--- config.mk ---
export PLATFORM = sky130hd
export DESIGN_NAME = tdm_ctx_assembler
export DESIGN_NICKNAME = d
export VERILOG_FILES = /design/src/rtl/tdm_ctx_assembler.sv
export SDC_FILE = /design/constraint.sdc
export NUM_CORES = 1
export LEC_CHECK = 0
export BUFFER_PORTS_ARGS = -buffer_cell sky130_fd_sc_hd__buf_2
export CAP_MARGIN = 20
export CORE_MARGIN = 5
export CORE_UTILIZATION = 65
export DETAILED_ROUTE_END_ITERATION = 16
export PLACE_DENSITY_LB_ADDON = 0.08
export SLEW_MARGIN = 15
export SYNTH_ARGS = -nofsm -noshare
export SYNTH_HDL_FRONTEND = slang
export SYNTH_SLANG_ARGS = --single-unit
--- constraint.sdc ---
create_clock -name clk -period 6.2 [get_ports clk]
set_input_delay 1.24 -clock clk [delete_from_list [all_inputs] [get_ports clk]]
set_output_delay 1.24 -clock clk [all_outputs]
set_load 0.01 [all_outputs]
--- src/rtl/tdm_ctx_assembler.sv ---
module tdm_ctx_assembler #(
  parameter int NSTREAM = 2,
  parameter int NSLOT   = 8,
  parameter int NCTX    = 4,
  parameter int MAXLEN  = 8,
  parameter int DW      = 8,
  localparam int NLUT = NSTREAM * NSLOT,
  localparam int SW   = (NSTREAM > 1) ? $clog2(NSTREAM) : 1,
  localparam int TW   = (NSLOT > 1) ? $clog2(NSLOT) : 1,
  localparam int LIW  = (NLUT > 1) ? $clog2(NLUT) : 1,
  localparam int CW   = (NCTX > 1) ? $clog2(NCTX) : 1,
  localparam int LW   = $clog2(MAXLEN + 1),
  localparam int FW   = (MAXLEN > 1) ? $clog2(MAXLEN) : 1
) (
  input  logic                 clk,
  input  logic                 rst_n,
  input  logic                 tdm_valid,
  input  logic [SW-1:0]        tdm_stream,
  input  logic [TW-1:0]        tdm_slot,
  input  logic [DW-1:0]        tdm_data,
  input  logic                 lut_we,
  input  logic [LIW-1:0]       lut_idx,
  input  logic                 lut_valid,
  input  logic [CW-1:0]        lut_ctx,
  input  logic                 cmd_we,
  input  logic [1:0]           cmd_op,
  input  logic [CW-1:0]        cmd_ctx,
  input  logic [LW-1:0]        cmd_len,
  output logic                 mem_req,
  input  logic                 mem_gnt,
  output logic [CW-1:0]        mem_ctx,
  output logic [LW-1:0]        mem_len,
  output logic [MAXLEN*DW-1:0] mem_data,
  output logic [NCTX-1:0]      ctx_ovf
);

  logic [NLUT-1:0] lv;
  logic [CW-1:0]   lc [NLUT];
  logic [DW-1:0]   cache [NCTX][2][MAXLEN];

  logic [NCTX-1:0] act, upd, td, full, bank, ovf;
  logic [LW-1:0]   len  [NCTX];
  logic [LW-1:0]   nlen [NCTX];
  logic [LW-1:0]   plen [NCTX];
  logic [LW-1:0]   fill [NCTX];

  logic [LIW-1:0] lidx;
  logic [CW-1:0]  hc, sel;
  logic           acc, grant;

  assign lidx  = LIW'(tdm_stream) * LIW'(NSLOT) + LIW'(tdm_slot);
  assign hc    = lc[lidx];
  assign acc   = tdm_valid && lv[lidx] && act[hc] && !(cmd_we && cmd_ctx == hc);
  assign grant = mem_req && mem_gnt;

  always_comb begin
    sel = '0;
    for (int c = NCTX - 1; c >= 0; c--)
      if (full[c]) sel = CW'(c);
  end

  assign mem_req = |full;
  assign mem_ctx = sel;
  assign mem_len = plen[sel];
  assign ctx_ovf = ovf;

  for (genvar i = 0; i < MAXLEN; i++) begin : g_out
    assign mem_data[i*DW +: DW] = cache[sel][!bank[sel]][i];
  end

  always_ff @(posedge clk or negedge rst_n)
    if (!rst_n) lv <= '0;
    else if (lut_we) lv[lut_idx] <= lut_valid;

  always_ff @(posedge clk)
    if (lut_we) lc[lut_idx] <= lut_ctx;

  always_ff @(posedge clk)
    if (acc) cache[hc][bank[hc]][fill[hc][FW-1:0]] <= tdm_data;

  always_ff @(posedge clk or negedge rst_n) begin
    if (!rst_n) begin
      {act, upd, td, full, bank, ovf} <= '0;
      for (int c = 0; c < NCTX; c++) begin
        len[c]  <= '0;
        nlen[c] <= '0;
        plen[c] <= '0;
        fill[c] <= '0;
      end
    end else begin
      for (int c = 0; c < NCTX; c++) begin
        if (grant && sel == CW'(c)) full[c] <= 1'b0;
        if (cmd_we && cmd_ctx == CW'(c)) begin
          case (cmd_op)
            2'd0: begin
              act[c] <= 1'b1; len[c] <= cmd_len; fill[c] <= '0;
              upd[c] <= 1'b0; td[c] <= 1'b0; ovf[c] <= 1'b0;
            end
            2'd1:
              if (fill[c] == '0) begin len[c] <= cmd_len; upd[c] <= 1'b0; end
              else begin nlen[c] <= cmd_len; upd[c] <= 1'b1; end
            2'd2:
              if (fill[c] == '0) begin act[c] <= 1'b0; td[c] <= 1'b0; end
              else td[c] <= 1'b1;
            default: ;
          endcase
        end else if (acc && hc == CW'(c)) begin
          if (fill[c] + LW'(1) == len[c]) begin
            fill[c] <= '0;
            if (full[c] && !(grant && sel == CW'(c))) ovf[c] <= 1'b1;
            else begin
              full[c] <= 1'b1;
              bank[c] <= ~bank[c];
              plen[c] <= len[c];
            end
            if (upd[c]) begin len[c] <= nlen[c]; upd[c] <= 1'b0; end
            if (td[c])  begin act[c] <= 1'b0;    td[c]  <= 1'b0; end
          end else begin
            fill[c] <= fill[c] + LW'(1);
          end
        end
      end
    end
  end

endmodule

**After elaboration in Yosys (flattened, before gate mapping)**

Memories as Yosys holds them, arrays and structs flattened.
Index checks and enable logic that the tools add are counted.

- Logic and storage cells: 363
- RAM bits: 544
- ROM bits: 0
- Bits in registers: 104
- Bits in latches: 0
- Memories kept: 2
- Bits of input ports: 33

- Shifts and indexed selects: 0
- Muxes and demuxes: 158
- $lt $le $gt $ge: 12
- $mul: 0
- Bitwise logic cells: 21
- Reductions and logical operators: 91
- Divide/modulo/power cells: 0
- Equality and inequality tests: 36
- $add $sub $neg: 5

Memory list:

| name | words | bits a word | rd ports | clocked after memory_dff | write ports | RTL line | RTL |
|---|---|---|---|---|---|---|---|
| cache | 4 | 128 | 1 | 0 | 1 | 39 | `logic [DW-1:0] cache [NCTX][2][MAXLEN];` |
| lc | 16 | 2 | 1 | 0 | 1 | 38 | `logic [CW-1:0] lc [NLUT];` |

Operators by type and width:

| operator | count |
|---|---|
| $mux 64 | 4 |
| $mux 4 | 35 |
| $mux 128 | 1 |
| $mux 1 | 85 |
| $demux 64 s1 | 1 |
| $reduce_and 5->1 | 8 |
| $reduce_bool 2->1 | 20 |
| $reduce_and 3->1 | 12 |
| $pmux 4 s2 | 4 |
| $reduce_and 4->1 | 8 |
| $demux 8 s3 | 1 |
| $logic_and 1x1->1 | 24 |
| $ne 3x1->1 const B | 8 |
| $ne 3x3->1 const B | 8 |
| $pmux 1 s2 | 12 |
| $add 4x1->4 const B | 4 |
| $bmux 4 s2 | 2 |
| $bwmux 16 | 1 |
| $eq 4x4->1 | 4 |
| $logic_not 4->1 | 4 |
| $not 1->1 | 16 |
| $eq 2x2->1 const B | 7 |
| $lt 4x5->1 const B | 2 |
| $eq 2x1->1 const B | 4 |
| 23 further kinds | 48 |

**Depth between registers and ports, before layout**

An unclocked memory read counts as a cell.

- Word-level depth: 14
- Mapped depth: 11

**Worst setup path after synthesis**

Ideal clock, no wire load.

- Path kind: in2reg
- Start: input port tdm_slot[1]
- End: memory cache[1][112] in the netlist's numbering, enable pin
- Required time: 5,830 ps
- Path slack: 1,848 ps
- Stages: 9
- Setup time: 370 ps
- Data arrival time: 3,982 ps
- Cells stage by stage: buf_4 mux4_2 nand2b_4 a22oi_4 buf_2 buf_2 mux2i_1 nand4_2 nor2_1

- Cells in the longest elaborated chain, start to end: 14
- Elaborated cells on any way between the ends: 32
- Classes of those cells: 1 x add/sub; 4 x order compare; 1 x eq/ne; 15 x mux; 3 x bitwise; 7 x reduce/logical; 1 x memory

RTL lines:

| item | RTL line | RTL |
|---|---|---|
| start, declared | 19 | `input logic [TW-1:0] tdm_slot,` |
| $add 4x3->4 (*) | 51 | `assign lidx = LIW'(tdm_stream) * LIW'(NSLOT) + LIW'(tdm_slot);` |
| $mem_v2 16x2 | -- |  |
| $not 2->3 (implied by the code) | 79 | `if (acc) cache[hc][bank[hc]][fill[hc][FW-1:0]] <= tdm_data;` |
| $bmux 4 s2 | 79 |  |
| $mux 3 (implied by the code) (2 in a row) | 79 |  |
| $not 3->4 (implied by the code) | 79 |  |
| $ge 4x4->1 (implied by the code) / $lt 4x1->1 (equally long branches) | 79 |  |
| $logic_and 1x1->1 (implied by the code) | 79 |  |
| $mux 8 (implied by the code) | 79 |  |
| $demux 8 s3 | 79 |  |
| $mux 64 (implied by the code) | 79 |  |
| $demux 64 s1 | 79 |  |
| $mux 128 (implied by the code) | 79 |  |
| end, declared | 39 |  |

Every way passes the cells marked *; elsewhere a longest branch is shown, timed or not. The select of a mux whose other input is x is not followed.

**Worst setup path after layout**

- Start: register full[0]
- End: output port mem_data[19]

- Cells in the longest elaborated chain, start to end: 8
- Elaborated cells on any way between the ends: 9
- Classes of those cells: 6 x mux; 1 x bitwise; 1 x reduce/logical; 1 x memory

RTL lines:

| item | RTL line | RTL |
|---|---|---|
| start, declared | 41 | `logic [NCTX-1:0] act, upd, td, full, bank, ovf;` |
| start signal, assigned | 83 | `{act, upd, td, full, bank, ovf} <= '0;` |
| start signal, assigned by index | 92 | `if (grant && sel == CW'(c)) full[c] <= 1'b0;` |
| start signal, assigned by index | 112 | `full[c] <= 1'b1;` |
| $mux 2 (*) | 59 | `if (full[c]) sel = CW'(c);` |
| $bmux 1 s2 | 68 | `assign mem_data[i*DW +: DW] = cache[sel][!bank[sel]][i];` |
| $mux 1 (implied by the code) | 68 |  |
| $logic_not 1->1 | 68 |  |
| $not 1->2 | 68 |  |
| $mux 64 (*) (3 in a row) | -- |  |
| end, declared | 33 | `output logic [MAXLEN*DW-1:0] mem_data,` |

Marked as above.

==> flow_summary.json <==
{
  "crit_path_start_kind": "register",
  "clk_path_buf_depth": 3,
  "clock_latency_ps": 620,
  "dr.pass1.iters": 12,
  "clkTransAtPathRegs_ps": 60,
  "cp-end-kind": "output pin",
  "post_cts_buffers": 0,
  "wl_met1_um": 24200,
  "yosysWarnings": 0,
  "hp-class": "reg2reg",
  "place.gp.congestion": 0.896,
  "fin_crit_ps": 5350,
  "wirelength_um": 63300,
  "ys_ff_latch": 648,
  "start_util_pct": 65.8,
  "internal_power_w": 0.00829,
  "crit_fanout": 55,
  "slowest_delay_ps": 690,
  "pre_cts_slack_ps": 845,
  "cts.sinks": 648,
  "cts_buffers": 61,
  "io_buffers": 107,
  "peakVddDrop_mv": 0.248,
  "vias": 15760,
  "diodes": 0,
  "avgSynthCellArea_um2": 16.0,
  "async_reset_ff_share_pct": 16.0,
  "fmax_mhz": 187,
  "ys_seq_area_share_pct": 72.2,
  "setup_viol": 0,
  "synth_flop_cell": "edfxtp_1",
  "rows": 73,
  "cts-root-buf": "clkbuf_16",
  "drtAntennaViolNets": 0,
  "cp_slowest_cell": "a221oi_1",
  "fin_nets": 1780,
  "syn-num-nets": 1684,
  "switching_power_w": 0.00385,
  "core_um2": 39800,
  "whs_ps": 496,
  "switching_share_pct": 31.7,
  "pwr-share-seq_pct": 42.2,
  "synthCells": 1643,
  "maxSlewHeadroom_pct": 29.1,
  "dpl.hpwl_um": 38700,
  "clockPowerShare_pct": 29.6,
  "met3WireLength_um": 6410,
  "crit_arrival_ps": 4110,
  "grt.total_usage_pct": 28.6,
  "cts_tree": "built",
  "fin_util_pct": 73.3,
  "status": "finished clean",
  "netlist_area_um2": 26200,
  "crit_chain": "nor2_1 -> and2_4 -> a221oi_1 -> o21a_4 -> buf_4 -> mux2i_1 -> o221ai_1 -> buf_2",
  "grt_pass1_wl_um": 96300,
  "power.density_nw_per_um2": 416,
  "cts_resized": 0,
  "drc": 0,
  "power_w": 0.0121,
  "h-tree-depth": 2,
  "routed.top_layer": "met4",
  "fp.dieW_um": 211,
  "setup_tns_ps": 0,
  "worst_pin_slew_ps": 1060,
  "routedWlPerCell_um": 27.3,
  "hold_viol": 0,
  "power_frac_comb_pct": 28.2,
  "postCtsHoldBufs": 0,
  "rsz0062_at_grt": "no",
  "synth_edf_count": 544,
  "grt_start_max_net_pins": 81,
  "drive_gt1_share_pct": 21.8,
  "crit_type": "reg2out",
  "wl_met2_um": 30800,
  "drv_cap": 0,
  "period_share_pct": 86.2,
  "area_delta_synth_final_pct": 11.3,
  "grt_pass1_vias": 15715,
  "dieArea_um2": 44400,
  "drv_slew": 0,
  "overflow": 0,
  "grt_antenna_before_repair": 0,
  "io_pins": 108,
  "avgViaCountPerCell": 6.81,
  "worstPathRequired_ps": 4960,
  "die_y_um": 211,
  "p_leak_nw": 9.92,
  "finalWorstSetupSlack_ps": 853,
  "clock_skew_ps": 19.1,
  "drtIter0Drc": 2251,
  "synth_cell_types": 71
}
-- power groups by stage --
| stage | registers, W | clock network [W] | logic (W) |
|---|---|---|---|
| after CTS | 0.00512 | 0.00363 | 0.00341 |
| final | 0.00512 | 0.00359 | 0.00343 |
| after detailed placement | 0.00521 | 0 | 0.00340 |
| after global placement | 0.00520 | 0 | 0.00335 |
| after floorplan | 0.00512 | 0 | 0.00223 |
| after global routing | 0.00514 | 0.00384 | 0.00366 |
-- kinds of logic after synthesis --
kind of cell	count (synthesis)	share of synthesized area, %
flip-flops	648	72.2
multiplexers	178	7.68
XOR/XNOR	34	1.16
AO/OA/AOI/OAI	280	9.64
buffers and inverters	114	1.71
AND/OR/NAND/NOR	381	7.17
adder cells (fa/ha/maj)	8	0.382
-- worst paths after layout --
kind                       startpoint             to  slack (ps)  depth (start not counted)
setup / recovery              full[0]   mem_data[19]         850                          8
hold / removal                plen[2]        plen[2]         500                          1
setup reg to reg            lc[13][1]  cache[3][127]        2020                          9
hold reg to reg               plen[2]        plen[2]         500                          1
max in group asynchronous       rst_n         lv[14]        4380                          2
min in group asynchronous       rst_n        nlen[3]         700                          1
-- placed cells by master, fill, tap and decap left out, types with 9 or more instances in the layout --
cell,netlist,final
a222oi_1,132,132
buf_2,8,104
buf_4,3,22
clkbuf_16,0,62
clkinv_1,1,17
clkinv_2,0,16
dfrtp_1,104,104
edfxtp_1,544,544
inv_1,19,19
mux2_2,66,66
mux2i_1,94,94
mux4_2,10,10
nand2_1,92,92
nand2b_1,11,11
nand3_1,29,29
nor2_1,109,108
nor2b_1,13,12
nor3_1,15,15
o21ai_0,16,16
o221ai_1,65,65
or2_2,67,67
xnor2_1,24,24
xor2_1,9,9
-- Yosys cell counts, types with 8 or more instances --
| cell type | n | area share (%) |
|---|---|---|
| edfxtp_1 | 544 | 62 |
| a222oi_1 | 132 | 5.0 |
| nor2_1 | 109 | 1.6 |
| dfrtp_1 | 104 | 9.9 |
| mux2i_1 | 94 | 3.6 |
| nand2_1 | 92 | 1.3 |
| clkbuf_1 | 77 | 1.1 |
| or2_2 | 67 | 1.6 |
| mux2_2 | 66 | 2.8 |
| o221ai_1 | 65 | 2.2 |
| nand3_1 | 29 | 0.55 |
| xnor2_1 | 24 | 0.80 |
| inv_1 | 19 | 0.27 |
| o21ai_0 | 16 | 0.31 |
| nor3_1 | 15 | 0.29 |
| nor2b_1 | 13 | 0.31 |
| nand2b_1 | 11 | 0.26 |
| mux4_2 | 10 | 0.86 |
| xor2_1 | 9 | 0.30 |
| a21oi_1 | 8 | 0.15 |
| and2_1 | 8 | 0.19 |
| and3_1 | 8 | 0.19 |
| buf_2 | 8 | 0.15 |
| ha_1 | 8 | 0.38 |
-- sequential cells by signal (all words and copies together), names as in the netlist --
register,count
len,16
cache,512
bank,4
td,4
full,4
ctx_ovf,4
lv,16
nlen,16
lc,32
plen,16
fill,16
act,4
upd,4
-- per-stage QoR --
stage,cells,area [um^2]
after floorplan,1643,26200
final,2314,29200
after global routing,2314,29200
after CTS,2314,29200
after global placement,2201,27200
after detailed placement,2201,27200
-- layer usage --
| metal | track usage (%) | vias up |
|---|---|---|
| met5 | 0 | - |
| met4 | 8.16 | 0 |
| met2 | 46.6 | 988 |
| li1 | - | 6831 |
| met3 | 5.61 | 133 |
| met1 | 40.2 | 7808 |
-- critical path, delay by kind of cell (launching register included) --
| kind | cells | cell delay, ps |
|---|---|---|
| AOI/OAI and AO/OA | 3 | 1580 |
| DFF | 1 | 490 |
| and+or+nand+nor | 2 | 500 |
| buffers and inverters | 2 | 710 |
| muxes | 1 | 150 |
-- area by class of cell --
| cell class | instances | area [um^2] |
|---|---|---|
| inverter | 20 | 75.1 |
| sequential | 648 | 18900 |
| clock inverter | 43 | 324 |
| multi-input combinational | 881 | 6870 |
| fill | 2492 | 10700 |
| tap | 525 | 657 |
| timing repair buffer | 127 | 706 |
| clock buffer | 70 | 1610 |
(Power assumes the default switching activity.)
